==> src/rtl/ckg_pkg.sv <==
package ckg_pkg;

    typedef enum logic [2:0] {
        CLS_NONE  = 3'd0,
        CLS_READ  = 3'd1,
        CLS_WEN   = 3'd2,
        CLS_WDS   = 3'd3,
        CLS_WRITE = 3'd4,
        CLS_WRAL  = 3'd5,
        CLS_ERASE = 3'd6,
        CLS_ERAL  = 3'd7
    } instr_cls_e;

    typedef enum logic [1:0] {
        ST_IDLE  = 2'd0,
        ST_HUNT  = 2'd1,
        ST_COUNT = 2'd2,
        ST_OVER  = 2'd3
    } guard_state_e;

    // Programming classes occupy the upper half of the class code.
    function automatic logic cls_is_gated(input logic [2:0] cls);
        return cls[2];
    endfunction

    // WRITE and WRAL carry a data field after the address.
    function automatic logic cls_has_data(input logic [2:0] cls);
        return cls[2] & ~cls[1];
    endfunction

endpackage

==> src/rtl/ckg_edge_counter.sv <==
module ckg_edge_counter #(
    parameter int CNT_W = 5,
    parameter int CEIL  = 28
) (
    input  logic             clk,
    input  logic             rst_n,
    input  logic             clear,
    input  logic             load_one,
    input  logic             step,
    output logic [CNT_W-1:0] cnt,
    output logic             at_ceil
);

    localparam logic [CNT_W-1:0] CEIL_V = CEIL[CNT_W-1:0];
    localparam logic [CNT_W-1:0] ONE_V  = {{(CNT_W-1){1'b0}}, 1'b1};

    logic [CNT_W-1:0] cnt_q;

    always_ff @(posedge clk or negedge rst_n) begin
        if (!rst_n) begin
            cnt_q <= '0;
        end else if (clear) begin
            cnt_q <= '0;
        end else if (load_one) begin
            cnt_q <= ONE_V;
        end else if (step && (cnt_q != CEIL_V)) begin
            cnt_q <= cnt_q + ONE_V;
        end
    end

    assign cnt     = cnt_q;
    assign at_ceil = (cnt_q == CEIL_V);

endmodule

==> src/rtl/ckg_expect_len.sv <==
module ckg_expect_len
    import ckg_pkg::*;
#(
    parameter int CNT_W    = 5,
    parameter int OPC_BITS = 2,
    parameter int ADDR_X8  = 9,
    parameter int ADDR_X16 = 8,
    parameter int DATA_X8  = 8,
    parameter int DATA_X16 = 16
) (
    input  logic [2:0]       cls,
    input  logic             org_x16,
    output logic [CNT_W-1:0] exp_len,
    output logic             gated
);

    localparam int HEAD      = 1 + OPC_BITS;
    localparam int ER_X8     = HEAD + ADDR_X8;
    localparam int ER_X16    = HEAD + ADDR_X16;
    localparam int WR_X8     = ER_X8 + DATA_X8;
    localparam int WR_X16    = ER_X16 + DATA_X16;

    localparam logic [CNT_W-1:0] ER_X8_V  = ER_X8[CNT_W-1:0];
    localparam logic [CNT_W-1:0] ER_X16_V = ER_X16[CNT_W-1:0];
    localparam logic [CNT_W-1:0] WR_X8_V  = WR_X8[CNT_W-1:0];
    localparam logic [CNT_W-1:0] WR_X16_V = WR_X16[CNT_W-1:0];

    logic has_data;

    always_comb begin
        gated    = cls_is_gated(cls);
        has_data = cls_has_data(cls);
        unique case ({has_data, org_x16})
            2'b00:   exp_len = ER_X8_V;
            2'b01:   exp_len = ER_X16_V;
            2'b10:   exp_len = WR_X8_V;
            default: exp_len = WR_X16_V;
        endcase
    end

endmodule

==> src/rtl/ckg_pulse_guard.sv <==
module ckg_pulse_guard
    import ckg_pkg::*;
#(
    parameter int OPC_BITS = 2,
    parameter int ADDR_X8  = 9,
    parameter int ADDR_X16 = 8,
    parameter int DATA_X8  = 8,
    parameter int DATA_X16 = 16
) (
    input  logic       clk,
    input  logic       rst_n,
    input  logic       sel,
    input  logic       clk_edge,
    input  logic       start_pulse,
    input  logic [2:0] instr_cls,
    input  logic       org_x16,
    output logic       exec_permit
);

    localparam int LEN_WR_X8  = 1 + OPC_BITS + ADDR_X8 + DATA_X8;
    localparam int LEN_WR_X16 = 1 + OPC_BITS + ADDR_X16 + DATA_X16;
    localparam int MAX_LEN    = (LEN_WR_X8 > LEN_WR_X16) ? LEN_WR_X8 : LEN_WR_X16;
    localparam int CNT_CEIL   = MAX_LEN + 1;
    localparam int CNT_W      = $clog2(CNT_CEIL + 1);

    guard_state_e     state_q, state_d;
    logic [CNT_W-1:0] cnt_q;
    logic [CNT_W-1:0] exp_len;
    logic             at_ceil;
    logic             gated;
    logic             cnt_clear, cnt_load, cnt_step;
    logic             frame_end, verdict;
    logic             permit_q;

    ckg_expect_len #(
        .CNT_W    (CNT_W),
        .OPC_BITS (OPC_BITS),
        .ADDR_X8  (ADDR_X8),
        .ADDR_X16 (ADDR_X16),
        .DATA_X8  (DATA_X8),
        .DATA_X16 (DATA_X16)
    ) u_expect (
        .cls     (instr_cls),
        .org_x16 (org_x16),
        .exp_len (exp_len),
        .gated   (gated)
    );

    always_comb begin
        cnt_clear = !sel;
        cnt_load  = sel && start_pulse
                    && ((state_q == ST_IDLE) || (state_q == ST_HUNT));
        cnt_step  = sel && clk_edge && (state_q == ST_COUNT);
    end

    ckg_edge_counter #(
        .CNT_W (CNT_W),
        .CEIL  (CNT_CEIL)
    ) u_count (
        .clk      (clk),
        .rst_n    (rst_n),
        .clear    (cnt_clear),
        .load_one (cnt_load),
        .step     (cnt_step),
        .cnt      (cnt_q),
        .at_ceil  (at_ceil)
    );

    // Next-state logic
    always_comb begin
        state_d = state_q;
        unique case (state_q)
            ST_IDLE: begin
                if (sel) state_d = start_pulse ? ST_COUNT : ST_HUNT;
            end
            ST_HUNT: begin
                if (!sel)             state_d = ST_IDLE;
                else if (start_pulse) state_d = ST_COUNT;
            end
            ST_COUNT: begin
                if (!sel)         state_d = ST_IDLE;
                else if (at_ceil) state_d = ST_OVER;
            end
            ST_OVER: begin
                if (!sel) state_d = ST_IDLE;
            end
            default: state_d = ST_IDLE;
        endcase
    end

    // State register
    always_ff @(posedge clk or negedge rst_n) begin
        if (!rst_n) state_q <= ST_IDLE;
        else        state_q <= state_d;
    end

    // Verdict at frame end
    always_comb begin
        frame_end = !sel && ((state_q == ST_COUNT) || (state_q == ST_OVER));
        verdict   = !gated || ((state_q == ST_COUNT) && (cnt_q == exp_len));
    end

    // Output register
    always_ff @(posedge clk or negedge rst_n) begin
        if (!rst_n) permit_q <= 1'b0;
        else        permit_q <= frame_end && verdict;
    end

    assign exec_permit = permit_q;

endmodule

==> config.mk <==
export PLATFORM = sky130hd
export DESIGN_NAME = ckg_pulse_guard
export DESIGN_NICKNAME = d
export VERILOG_FILES = /design/src/rtl/ckg_pkg.sv /design/src/rtl/ckg_edge_counter.sv /design/src/rtl/ckg_expect_len.sv /design/src/rtl/ckg_pulse_guard.sv
export SDC_FILE = /design/constraint.sdc
export NUM_CORES = 1
export LEC_CHECK = 0
export CAP_MARGIN = 20
export CORE_AREA = 2 2 39 41
export CTS_BUF_LIST = sky130_fd_sc_hd__clkbuf_4 sky130_fd_sc_hd__clkbuf_8
export DETAILED_ROUTE_END_ITERATION = 8
export DIE_AREA = 0 0 41 43
export DONT_BUFFER_PORTS = 1
export MAX_ROUTING_LAYER = met4
export PLACE_DENSITY = 0.63
export REMOVE_ABC_BUFFERS = 1
export SETUP_SLACK_MARGIN = 0.3
export SLEW_MARGIN = 20
export SYNTH_ARGS = -nofsm -noshare
export SYNTH_HDL_FRONTEND = slang
export SYNTH_SLANG_ARGS = --single-unit
==> constraint.sdc <==
create_clock -name clk -period 2.95 [get_ports clk]
set_input_delay 0.1475 -clock clk [delete_from_list [all_inputs] [get_ports clk]]
set_output_delay 0.1475 -clock clk [all_outputs]
set_load 0.03 [all_outputs]
=== After elaboration in Yosys (flattened, before gate mapping) ===
Index checks and enable logic that the tools add are counted.

* Input bits: 9
* Logic and storage cells: 47
* Output and inout bits: 1
* Register bits after elaboration: 8

* Reductions and logical operators: 16
* Mux-type cells: 12
* Bitwise gates (word level): 2
* Eq/ne operators: 13
* Add/subtract/negate cells: 1

{| class="wikitable"
|+ Operator list
! cell !! number
|-
| $mux 5 || 3
|-
| $pmux 5 s3 || 1
|-
| $mux 2 || 7
|-
| $logic_and 1x1->1 || 8
|-
| $pmux 2 s4 || 1
|-
| $eq 2x2->1 const B || 3
|-
| $ne 3x3->1 const B || 2
|-
| $add 5x1->5 const B || 1
|-
| $eq 5x5->1 || 1
|-
| $eq 5x5->1 const B || 1
|-
| $ne 5x5->1 const B || 1
|-
| $eq 2x1->1 const B || 2
|-
| $logic_not 2->1 || 2
|-
| $ne 2x2->1 const B || 2
|-
| $reduce_and 4->1 || 1
|-
| $logic_or 1x1->1 || 3
|-
| $ne 3x1->1 const B || 1
|-
| $logic_not 1->1 || 2
|-
| $and 1x1->1 || 1
|-
| $not 1->1 || 1
|}

=== Depth between registers and ports, before layout ===
Gate-level depths: netlist of the first run.

* Depth in word-level cells: 8
* Depth in mapped cells: 5
* Depth with buffers taken out: 5

=== By module ===
A second synthesis of the first run with hierarchy kept.

* Cells, all modules: 58
* Area total of the unflattened synthesis: 513.0 um^2

{| class="wikitable"
|+ Modules (own cells, without submodules)
! module !! instances !! area an instance (um^2) !! cells each
|-
| ckg_edge_counter || 1 || 281.5 || 31
|-
| ckg_pulse_guard || 1 || 193.9 || 21
|-
| ckg_expect_len || 1 || 37.5 || 6
|}

=== Least setup slack after synthesis of the first run ===
No wires, ideal clock.

* Path type: reg2reg
* Start point: register u_count.cnt_q[0] (netlist: u_count.cnt[0])
* End point: register u_count.cnt_q[3] (netlist: u_count.cnt[3])
* Data arrival time: 1.305 ns
* Path slack: 1.566 ns
* Cell stages (with the launch flop): 6
* Clock period less this slack: 1.384 ns
* Setup time: 0.079 ns
* Data required time: 2.871 ns
* Path buffers: 0
* Path through: dfrtp_1 inv_1 ha_1 and4_2 nor3_1 mux2i_1

* Longest elaborated chain between the ends: 4

{| class="wikitable"
|+ RTL lines
! what !! line !! text
|-
| start, declared || ckg_edge_counter.sv:17 || <nowiki>logic [CNT_W-1:0] cnt_q;</nowiki>
|-
| start signal, assigned || ckg_edge_counter.sv:27 || <nowiki>cnt_q <= cnt_q + ONE_V;</nowiki>
|-
| $add 5x1->5 || ckg_edge_counter.sv:27 ||
|-
| $mux 5 || ckg_edge_counter.sv:26 || <nowiki>end else if (step && (cnt_q != CEIL_V)) begin</nowiki>
|-
| $mux 5 || ckg_edge_counter.sv:24 || <nowiki>end else if (load_one) begin</nowiki>
|-
| $mux 5 || ckg_edge_counter.sv:22 || <nowiki>end else if (clear) begin</nowiki>
|}

Several ways; a longest one is shown, not always the timed one. The select of a mux whose other input is x is not followed.
A chain may end at the register's enable or synchronous reset.

=== Worst setup path in the final report of the first run ===
Ends and elaborated chain as after synthesis.

==> results of run 1 <==
## placed cells by master, fill, tap and decap left out, types with 2 or more instances in the layout
| cell | count |
|---|---|
| nand2b_1 | 4 |
| inv_1 | 4 |
| dfrtp_1 | 8 |
| nand3_1 | 8 |
| clkbuf_4 | 3 |
| ha_1 | 2 |
| a31oi_1 | 2 |
| nor3_1 | 2 |
| a21oi_1 | 2 |
| and4b_1 | 2 |
| mux2i_1 | 3 |
| dlygate4sd3_1 | 4 |
## logic make-up after synthesis
family,share of synthesized area
mux,0.0612
fa+ha+maj,0.0510
simple gates,0.329
compound gates,0.105
buf+inv,0.0459
flops,0.408
## synth_stat cells (all sizes together)
cell type,number
dfrtp,8
nand3,8
inv,4
nand2b,4
mux2i,3
a21oi,2
a31oi,2
and4b,2
ha,2
nor3,2
and3,1
and3b,1
and4,1
buf,1
nand2,1
nand3b,1
nand4,1
nand4b,1
nor4b,1
o211ai,1
o21a,1
o21ai,1
o32ai,1
## worst max path at each step
stage,from,end,slack [ns],cells past startpoint
after floorplan,u_count.cnt[0]$_DFFE_PN0P_,u_count.cnt[3]$_DFFE_PN0P_,1.57,5
after global placement,u_count.cnt[0]$_DFFE_PN0P_,u_count.cnt[3]$_DFFE_PN0P_,1.45,5
after detailed placement,u_count.cnt[0]$_DFFE_PN0P_,u_count.cnt[3]$_DFFE_PN0P_,1.45,5
after CTS,u_count.cnt[0]$_DFFE_PN0P_,u_count.cnt[3]$_DFFE_PN0P_,1.43,5
after global routing,u_count.cnt[0]$_DFFE_PN0P_,u_count.cnt[3]$_DFFE_PN0P_,1.31,5
final,u_count.cnt[0]$_DFFE_PN0P_,u_count.cnt[3]$_DFFE_PN0P_,1.44,5
## registers in the layout (all words and copies together), names as in the netlist
name and count:
u_count.cnt 5, exec_permit 1, state_q 2
## worst register-to-register path, delay by kind of cell (launching register included)
kind	cells	cell delay [ns]
adder cells (fa/ha/maj)	1	0.21
AND/OR/NAND/NOR	2	0.50
flip-flops	1	0.43
buffers and inverters	1	0.08
multiplexers	1	0.21
## timing repair
action,in CTS,in global routing
buffers inserted,0,0
hold buffers,2,2
endpoints found under the hold margin,9,1
## layout make-up
type | count | area, sq um
well taps | 16 | 20.0
flip-flops and latches | 8 | 200
multi-input cells | 37 | 268
clock buffers | 3 | 22.5
fillers | 143 | 818
repair buffers | 4 | 40.0
inverters | 4 | 15.0
## per-layer routing
layer,track usage,vias up,share of wire
li1,-,200,-
met1,0.155,197,0.44
met2,0.200,21,0.45
met3,0.0890,2,0.11
met4,0.0600,0,0.0063
met5,-,-,0
## power breakdown
part / leakage, nW / internal, mW / switching (mW)
Sequential: 0.108 / 0.114 / 0.00512
Clock: 0.0138 / 0.0467 / 0.0385
Combinational: 0.114 / 0.0108 / 0.0105
Total: 0.236 / 0.171 / 0.0542
==> impl_metrics.yaml, run 1 <==
critical_path:
  r2r_end: "u_count.cnt[3]$_DFFE_PN0P_"
  crit_buf_inv: 1
  reg2regPathDepth: 5
  slowest_delay_ns: 0.43
  cp_top_family: "simple AND/OR/NAND/NOR gates"
  path_cells: "inv_1, ha_1, and4_2, nor3_1, mux2i_1"
  crit_path_start_kind: "register"
  cp_data_arrival_time_ns: 1.68
  timing.rr.start: "u_count.cnt[0]$_DFFE_PN0P_"
  cp_max_fo: 6
  crit_path_end_kind: "register"
  crit_required_ns: 3.13
  slowest_stage: "dfrtp_1"
  regToRegSetupSlack_ns: 1.44
  path_class: "reg -> reg"
timing:
  maxSlewViolCount: 0
  skew_ns: 0.00133
  finalHoldViolations: 0
  period_share: 0.511
  worst_pin_slew_ns: 0.398
  fin_ws_ns: 1.44
  maxSlewHeadroom: 0.734
  period_needed_ns: 1.51
  setup_violations: 0
  max_freq_mhz: 664
  fin_tns_setup_ns: 0
  rsz0062_at_grt: "no"
  hold_ws_ns: 0.0397
synthesis:
  seq_area_frac_synth: 0.408
  yosysTopAreaCellShare: 0.408
  ys_types: 23
  synth_top_area_cell: "dfrtp_1"
  synth.avg_cell_area_sq_um: 9.81
  ys_ff_latch: 8
  syn-cell-area_sq_um: 490
  ys_top_cells_by_area: "dfrtp_1, nand3_1, mux2i_1"
  syn_inst: 50
  synth_warnings: 0
global_routing:
  antenna_found_initial: 0
  grt_pass1_vias: 392
  gr-total-overflow: 0
  grt_pass1_wl_um: 1570
  grtUsageTotal: 0.142
  grt_max_degree: 11
power_and_ir_drop:
  ir_worst_vdd_uv: 141
  power_mw: 0.225
  p_leak_nw: 0.236
  powerDensity_nw_per_um2: 398
drt:
  via_per_inst: 5.83
  drc_errors: 0
  via_count: 420
  final_antenna_net_count: 0
  drtIter0Drc: 30
  drt-total-wl_um: 951
  routedWlPerCell_um: 13.2
  first_pass_iters: 4
clocking:
  cts-htree-levels: 1
  root_buffer: "clkbuf_4"
  cts_resized: 0
  clock-sinks: 8
  cts_tree: "done"
  cts_buffers: 3
  insertion_delay_ns: 0.25
  clockBufferDepth: 2
  clkSlewWorstSetupHoldPaths_ns: 0.06
die:
  dieArea_sq_um: 1760
  die_w_um: 41
  fp.dieH_um: 43
  start_util: 0.354
  rows: 14
  design.core.area_sq_um: 1380
  io_pins: 10
run:
  drv_cap: 0
worst_hold_path:
  worstHoldEndpoint: "u_count.cnt[3]$_DFFE_PN0P_"
  hold_path.class: "in -> reg"
  worstHoldStart: "sel"
  hold-path-cell-count: 2
cells_and_area:
  layout-drive-gt1-share: 0.0893
  utilization: 0.409
  insertedDiodeCount: 0
  stdcell_count: 72
  syn_to_final_growth_pct: 15.3
  fin_nets: 69
  design_area_sq_um: 566
placement:
  place_area_sq_um: 503
  dp_hpwl_um: 691
  dp.cells: 65
  place_ws_ns: 1.45
  gp_congestion: 0.831
  port_buffers: 0
run_status:
  status: "completed"
Power figures use the tool's default switching activity.
==> inputs of run 2 (changes only) <==
Clock period 2.95 ns to 1.5 ns, I/O delays scaled along.
==> impl_metrics.yaml, run 2 (synthesis gave the netlist of run 1 again) <==
run:
  drv_cap: 0
cells_and_area:
  utilization: 0.502
  stdcell_count: 79
  final_cell_mix: "dfrtp_1, nand3_1, buf_4"
  multi_input_area_sq_um: 335
  largest_reg_flops: 5
  syn_to_final_growth_pct: 41.6
  n_fill_cell: 130
  seq_area_sq_um: 201
  layout-drive-gt1-share: 0.349
  final_common_cell: "dfrtp_1"
  insertedDiodeCount: 0
  design_area_sq_um: 694
  fin_nets: 76
die:
  die_w_um: 41
  io_pins: 10
  rows: 14
  fp.dieH_um: 43
  design.core.area_sq_um: 1380
  start_util: 0.354
  dieArea_sq_um: 1760
critical_path:
  reg2regPathDepth: 5
  path_class: "reg -> reg"
  regToRegSetupSlack_ns: 0.28
  crit_path_end_kind: "register"
  crit_path_start_kind: "register"
  r2r_end: "u_count.cnt[0]$_DFFE_PN0P_"
  cp_data_arrival_time_ns: 1.37
  timing.rr.start: "u_count.cnt[0]$_DFFE_PN0P_"
  crit_required_ns: 1.65
  cp_max_fo: 4
power_and_ir_drop:
  p_int_mw: 0.355
  swShare: 0.258
  pwr-share-comb: 0.157
  ir_worst_vdd_uv: 333
  p_leak_nw: 0.274
  powerDensity_nw_per_um2: 689
  pwr-share-clk: 0.357
  p_sw_mw: 0.123
  power_mw: 0.478
  seqPwrFrac: 0.486
worst_hold_path:
  hold-path-cell-count: 2
  worstHoldEndpoint: "exec_permit$_DFF_PN0_"
  worstHoldStart: "sel"
  hold_path.class: "in -> reg"
drt:
  drc_errors: 0
  via_count: 457
  first_pass_iters: 4
  routedWlPerCell_um: 14.6
  drtIter0Drc: 16
  drt-total-wl_um: 1160
  final_antenna_net_count: 0
  via_per_inst: 5.78
global_routing:
  grtUsageTotal: 0.165
  antenna_found_initial: 0
  grt_pass1_wl_um: 1820
  gr-total-overflow: 0
  grt_max_degree: 9
  grt_pass1_vias: 439
placement:
  port_buffers: 0
  place_ws_ns: 0.116
  place_area_sq_um: 518
  dp.cells: 67
  dp_hpwl_um: 732
  gp_congestion: 0.787
timing:
  maxSlewViolCount: 0
  worst_pin_slew_ns: 0.398
  maxSlewHeadroom: 0.734
  finalHoldViolations: 0
  period_share: 0.812
  hold_ws_ns: 0.0432
  max_freq_mhz: 821
  period_needed_ns: 1.22
  skew_ns: 0.000911
  setup_violations: 0
  fin_tns_setup_ns: 0
  fin_ws_ns: 0.282
  rsz0062_at_grt: "yes"
clocking:
  clock-sinks: 8
  clkSlewWorstSetupHoldPaths_ns: 0.06
  root_buffer: "clkbuf_4"
  cts-htree-levels: 1
  cts_buffers: 3
  clockBufferDepth: 2
  insertion_delay_ns: 0.26
  cts_tree: "done"
run_status:
  status: "completed"
[run 2: changes by cell type in the layout (fill, tap and decap cells not counted), sizes merged]
cell / before / now
buf: 0 / 7
[run 2: cell type report]
cell class | count | area share
timing repair buffer | 11 | 0.144
clock buffer | 3 | 0.0324
inverter | 4 | 0.0216
sequential | 8 | 0.290
tap | 16 | 0.0288
multi-input combinational | 37 | 0.483
[run 2: worst max-delay path: stages (launching register included)]
cell and delay (ns):
dfrtp_1 0.39, inv_2 0.08, ha_4 0.13, and4_4 0.26, o211ai_1 0.09, and3_1 0.16
[run 2: power by group through the flow]
stage               clock [mW]  sequential [mW]  combinational [mW]
finish                   0.171            0.232              0.0750
global placement             0            0.234              0.0350
detailed placement           0            0.234              0.0351
global route             0.192            0.234              0.0831
floorplan                    0            0.236              0.0235
CTS                      0.174            0.231              0.0643
[run 2: how the worst max path moves through the flow]
stage | start | to | slack [ns] | depth (start not counted)
after floorplan | u_count.cnt[0]$_DFFE_PN0P_ | u_count.cnt[3]$_DFFE_PN0P_ | 0.12 | 5
after global placement | u_count.cnt[0]$_DFFE_PN0P_ | u_count.cnt[3]$_DFFE_PN0P_ | 0.12 | 5
after detailed placement | u_count.cnt[0]$_DFFE_PN0P_ | u_count.cnt[3]$_DFFE_PN0P_ | 0.12 | 5
after CTS | u_count.cnt[0]$_DFFE_PN0P_ | exec_permit$_DFF_PN0_ | 0.30 | 5
after global routing | u_count.cnt[0]$_DFFE_PN0P_ | u_count.cnt[2]$_DFFE_PN0P_ | 0.22 | 5
final | u_count.cnt[0]$_DFFE_PN0P_ | u_count.cnt[0]$_DFFE_PN0P_ | 0.28 | 5
[run 2: routing by layer]
metal  track usage  wire (um)  vias up  share of wire
li1              -          -      216              -
met1         0.197        459      215           0.40
met2         0.213        567       20           0.49
met3        0.0890        102        6          0.088
met4        0.0933         27        0          0.023
met5             -          0        -              0
[run 2: repair_timing]
action | 4_1_cts | 5_1_grt
hold endpoints to repair | 16 | 0
hold buffers | 4 | 0
cloned | 0 | 0
buffers inserted | 3 | 2
gates resized for setup | 12 | 5
pin swaps | 7 | 5
setup endpoints to repair | 5 | 7
==> inputs of run 3 (changes only) <==
Settings changed: ABC_AREA set to 1, CORE_AREA 2 2 39 41 to unset, CORE_UTILIZATION set to 45, DIE_AREA 0 0 41 43 to unset, PLACE_DENSITY 0.63 to 0.72.
Clock period 1.5 ns to 1.2 ns, I/O delays scaled along.
==> impl_metrics.yaml, run 3 <==
global_routing:
  grtUsageTotal: 0.225
  grt_max_degree: 10
  gr-total-overflow: 0
  grt_pass1_vias: 505
  antenna_found_initial: 0
  grt_pass1_wl_um: 2130
timing:
  maxSlewHeadroom: 0.741
  period_needed_ns: 1.28
  setup_violations: 3
  period_share: 1.07
  worst_pin_slew_ns: 0.388
  skew_ns: 0.000494
  fin_ws_ns: -0.0794
  max_freq_mhz: 782
  maxSlewViolCount: 0
  finalHoldViolations: 0
  rsz0062_at_grt: "yes"
cells_and_area:
  insertedDiodeCount: 0
  layout-drive-gt1-share: 0.340
  final_common_cell: "nand2_1"
  syn_to_final_growth_pct: 29.6
  seq_area_sq_um: 200
  largest_reg_flops: 5
  fin_nets: 113
  final_cell_mix: "nand2_1, nor2_1, nand3_1, buf_4, dfrtp_1"
  n_fill_cell: 97
  stdcell_count: 114
  multi_input_area_sq_um: 389
placement:
  gp_congestion: 0.767
  dp_hpwl_um: 914
  port_buffers: 0
  dp.cells: 104
critical_path:
  cp_data_arrival_time_ns: 1.47
  crit_required_ns: 1.39
  crit_path_end_kind: "register"
  crit_path_start_kind: "register"
  cp_max_fo: 3
  path_class: "reg -> reg"
clocking:
  cts_buffers: 3
  cts-htree-levels: 1
  insertion_delay_ns: 0.26
  clkSlewWorstSetupHoldPaths_ns: 0.06
  clockBufferDepth: 2
  cts_tree: "done"
  root_buffer: "clkbuf_4"
  clock-sinks: 8
die:
  dieArea_sq_um: 1470
  rows: 12
  fp.dieH_um: 38.4
  start_util: 0.509
  die_w_um: 38.4
  io_pins: 10
  design.core.area_sq_um: 1170
synthesis:
  synth_most_common_cell: "nand2_1"
  syn_inst: 85
  synth_commonest_cells: "nand2_1, nor2_1, inv_1, nand3_1, dfrtp_1"
  ys_types: 19
  ys_top_cells_by_area: "dfrtp_1, nand2_1, nand3_1"
  async_flop_share: 1.00
  seq_area_frac_synth: 0.336
  synth_edf_count: 0
  synth_warnings: 0
  synth.avg_cell_area_sq_um: 7.01
  ys_ff_latch: 8
  yosysTopAreaCellShare: 0.336
  syn-cell-area_sq_um: 596
  synth_top_area_cell: "dfrtp_1"
  synth-main-ff-cell: "dfrtp_1"
drt:
  top_layer: "met4"
  met3_length_um: 46
  wl_met1_um: 649
  final_antenna_net_count: 0
  drc_errors: 0
  drtIter0Drc: 7
  via_count: 601
  wl_met2_um: 730
  first_pass_iters: 4
  routedWlPerCell_um: 12.8
  drt-total-wl_um: 1460
  via_per_inst: 5.27
run_status:
  violations: "setup timing"
  status: "finished with violations"
worst_hold_path:
  hold_path.class: "in -> reg"
power_and_ir_drop:
  powerDensity_nw_per_um2: 1490
  power_mw: 1.15
  ir_worst_vdd_uv: 914
  p_leak_nw: 0.351
run:
  drv_cap: 0
## run 3: changes by cell type in the layout (fill, tap and decap cells not counted), sizes merged, moves of 3 or more
| cell | before | now |
|---|---|---|
| inv | 4 | 12 |
| mux2i | 3 | 0 |
| nor2 | 0 | 12 |
| nand2b | 4 | 0 |
| nand2 | 1 | 27 |
| o21ai | 1 | 6 |
## run 3: per-stage QoR
step | setup TNS [ns] | utilization | hold slack (ns) | area (sq um) | worst slack [ns]
finish | -0.123 | 0.659 | 0.00268 | 772 | -0.0794
global route | -0.637 | 0.659 | 0.0132 | 772 | -0.160
CTS | 0 | 0.639 | -0.000792 | 748 | 0.00273
detailed placement | -0.111 | 0.556 | -0.235 | 651 | -0.0388
global placement | -0.0548 | 0.556 | -0.235 | 651 | -0.0277
floorplan | -0.0168 | - | -0.236 | 596 | -0.0168
## run 3: critical path, cell delays in order, from the launching register on
cell	delay [ns]
dfrtp_1	0.38
buf_4	0.15
ha_2	0.17
inv_1	0.06
nand2_1	0.07
nand3_1	0.09
nor2_1	0.15
nand2_2	0.08
o21ai_2	0.06
## run 3: layer usage
| metal | track usage | vias to the layer above |
|---|---|---|
| met5 | - | - |
| met4 | 0.129 | 0 |
| met3 | 0.0523 | 5 |
| met2 | 0.347 | 11 |
| met1 | 0.269 | 281 |
| li1 | - | 304 |
## run 3: area by class of cell
type                            instances  area share
Clock buffer                            3      0.0292
Inverter                               12      0.0583
Timing Repair Buffer                   12       0.126
Tap cell                               14      0.0227
Multi-Input combinational cell         65       0.504
Sequential cell                         8       0.259
## run 3: power by group
| group | switching (mW) | total, mW | internal [mW] |
|---|---|---|---|
| Combinational | 0.291 | 0.532 | 0.241 |
| Sequential | 0.0765 | 0.399 | 0.323 |
| Clock | 0.103 | 0.218 | 0.115 |
| Total | 0.470 | 1.15 | 0.679 |
## run 3: worst paths after layout
path | cells after the start | slack [ns] | start | end
max in group asynchronous | 1 | 0.77 | rst_n | state_q[1]$_DFFE_PN0P_
hold reg to reg | 2 | 0.63 | state_q[1]$_DFFE_PN0P_ | exec_permit$_DFF_PN0_
min in group asynchronous | 1 | 0.15 | rst_n | u_count.cnt[3]$_DFFE_PN0P_
hold / removal | 3 | 0.003 | start_pulse | u_count.cnt[3]$_DFFE_PN0P_
setup reg to reg | 8 | -0.08 | u_count.cnt[1]$_DFFE_PN0P_ | u_count.cnt[2]$_DFFE_PN0P_
setup / recovery | 8 | -0.08 | u_count.cnt[1]$_DFFE_PN0P_ | u_count.cnt[2]$_DFFE_PN0P_
## run 3: cells by family after synthesis
kind of cell    count (synthesis)  share of synthesized area
buf+inv                        12                     0.0756
fa+ha+maj                       2                     0.0420
simple gates                   51                      0.416
flops                           8                      0.336
compound gates                 12                      0.130
## run 3: repair_timing
action	4_1_cts	5_1_grt
hold endpoints to repair	10	0
endpoints found under the setup margin	8	8
setup buffers	3	1
hold buffers	3	0
pin swaps	5	5
gates resized for setup	7	5
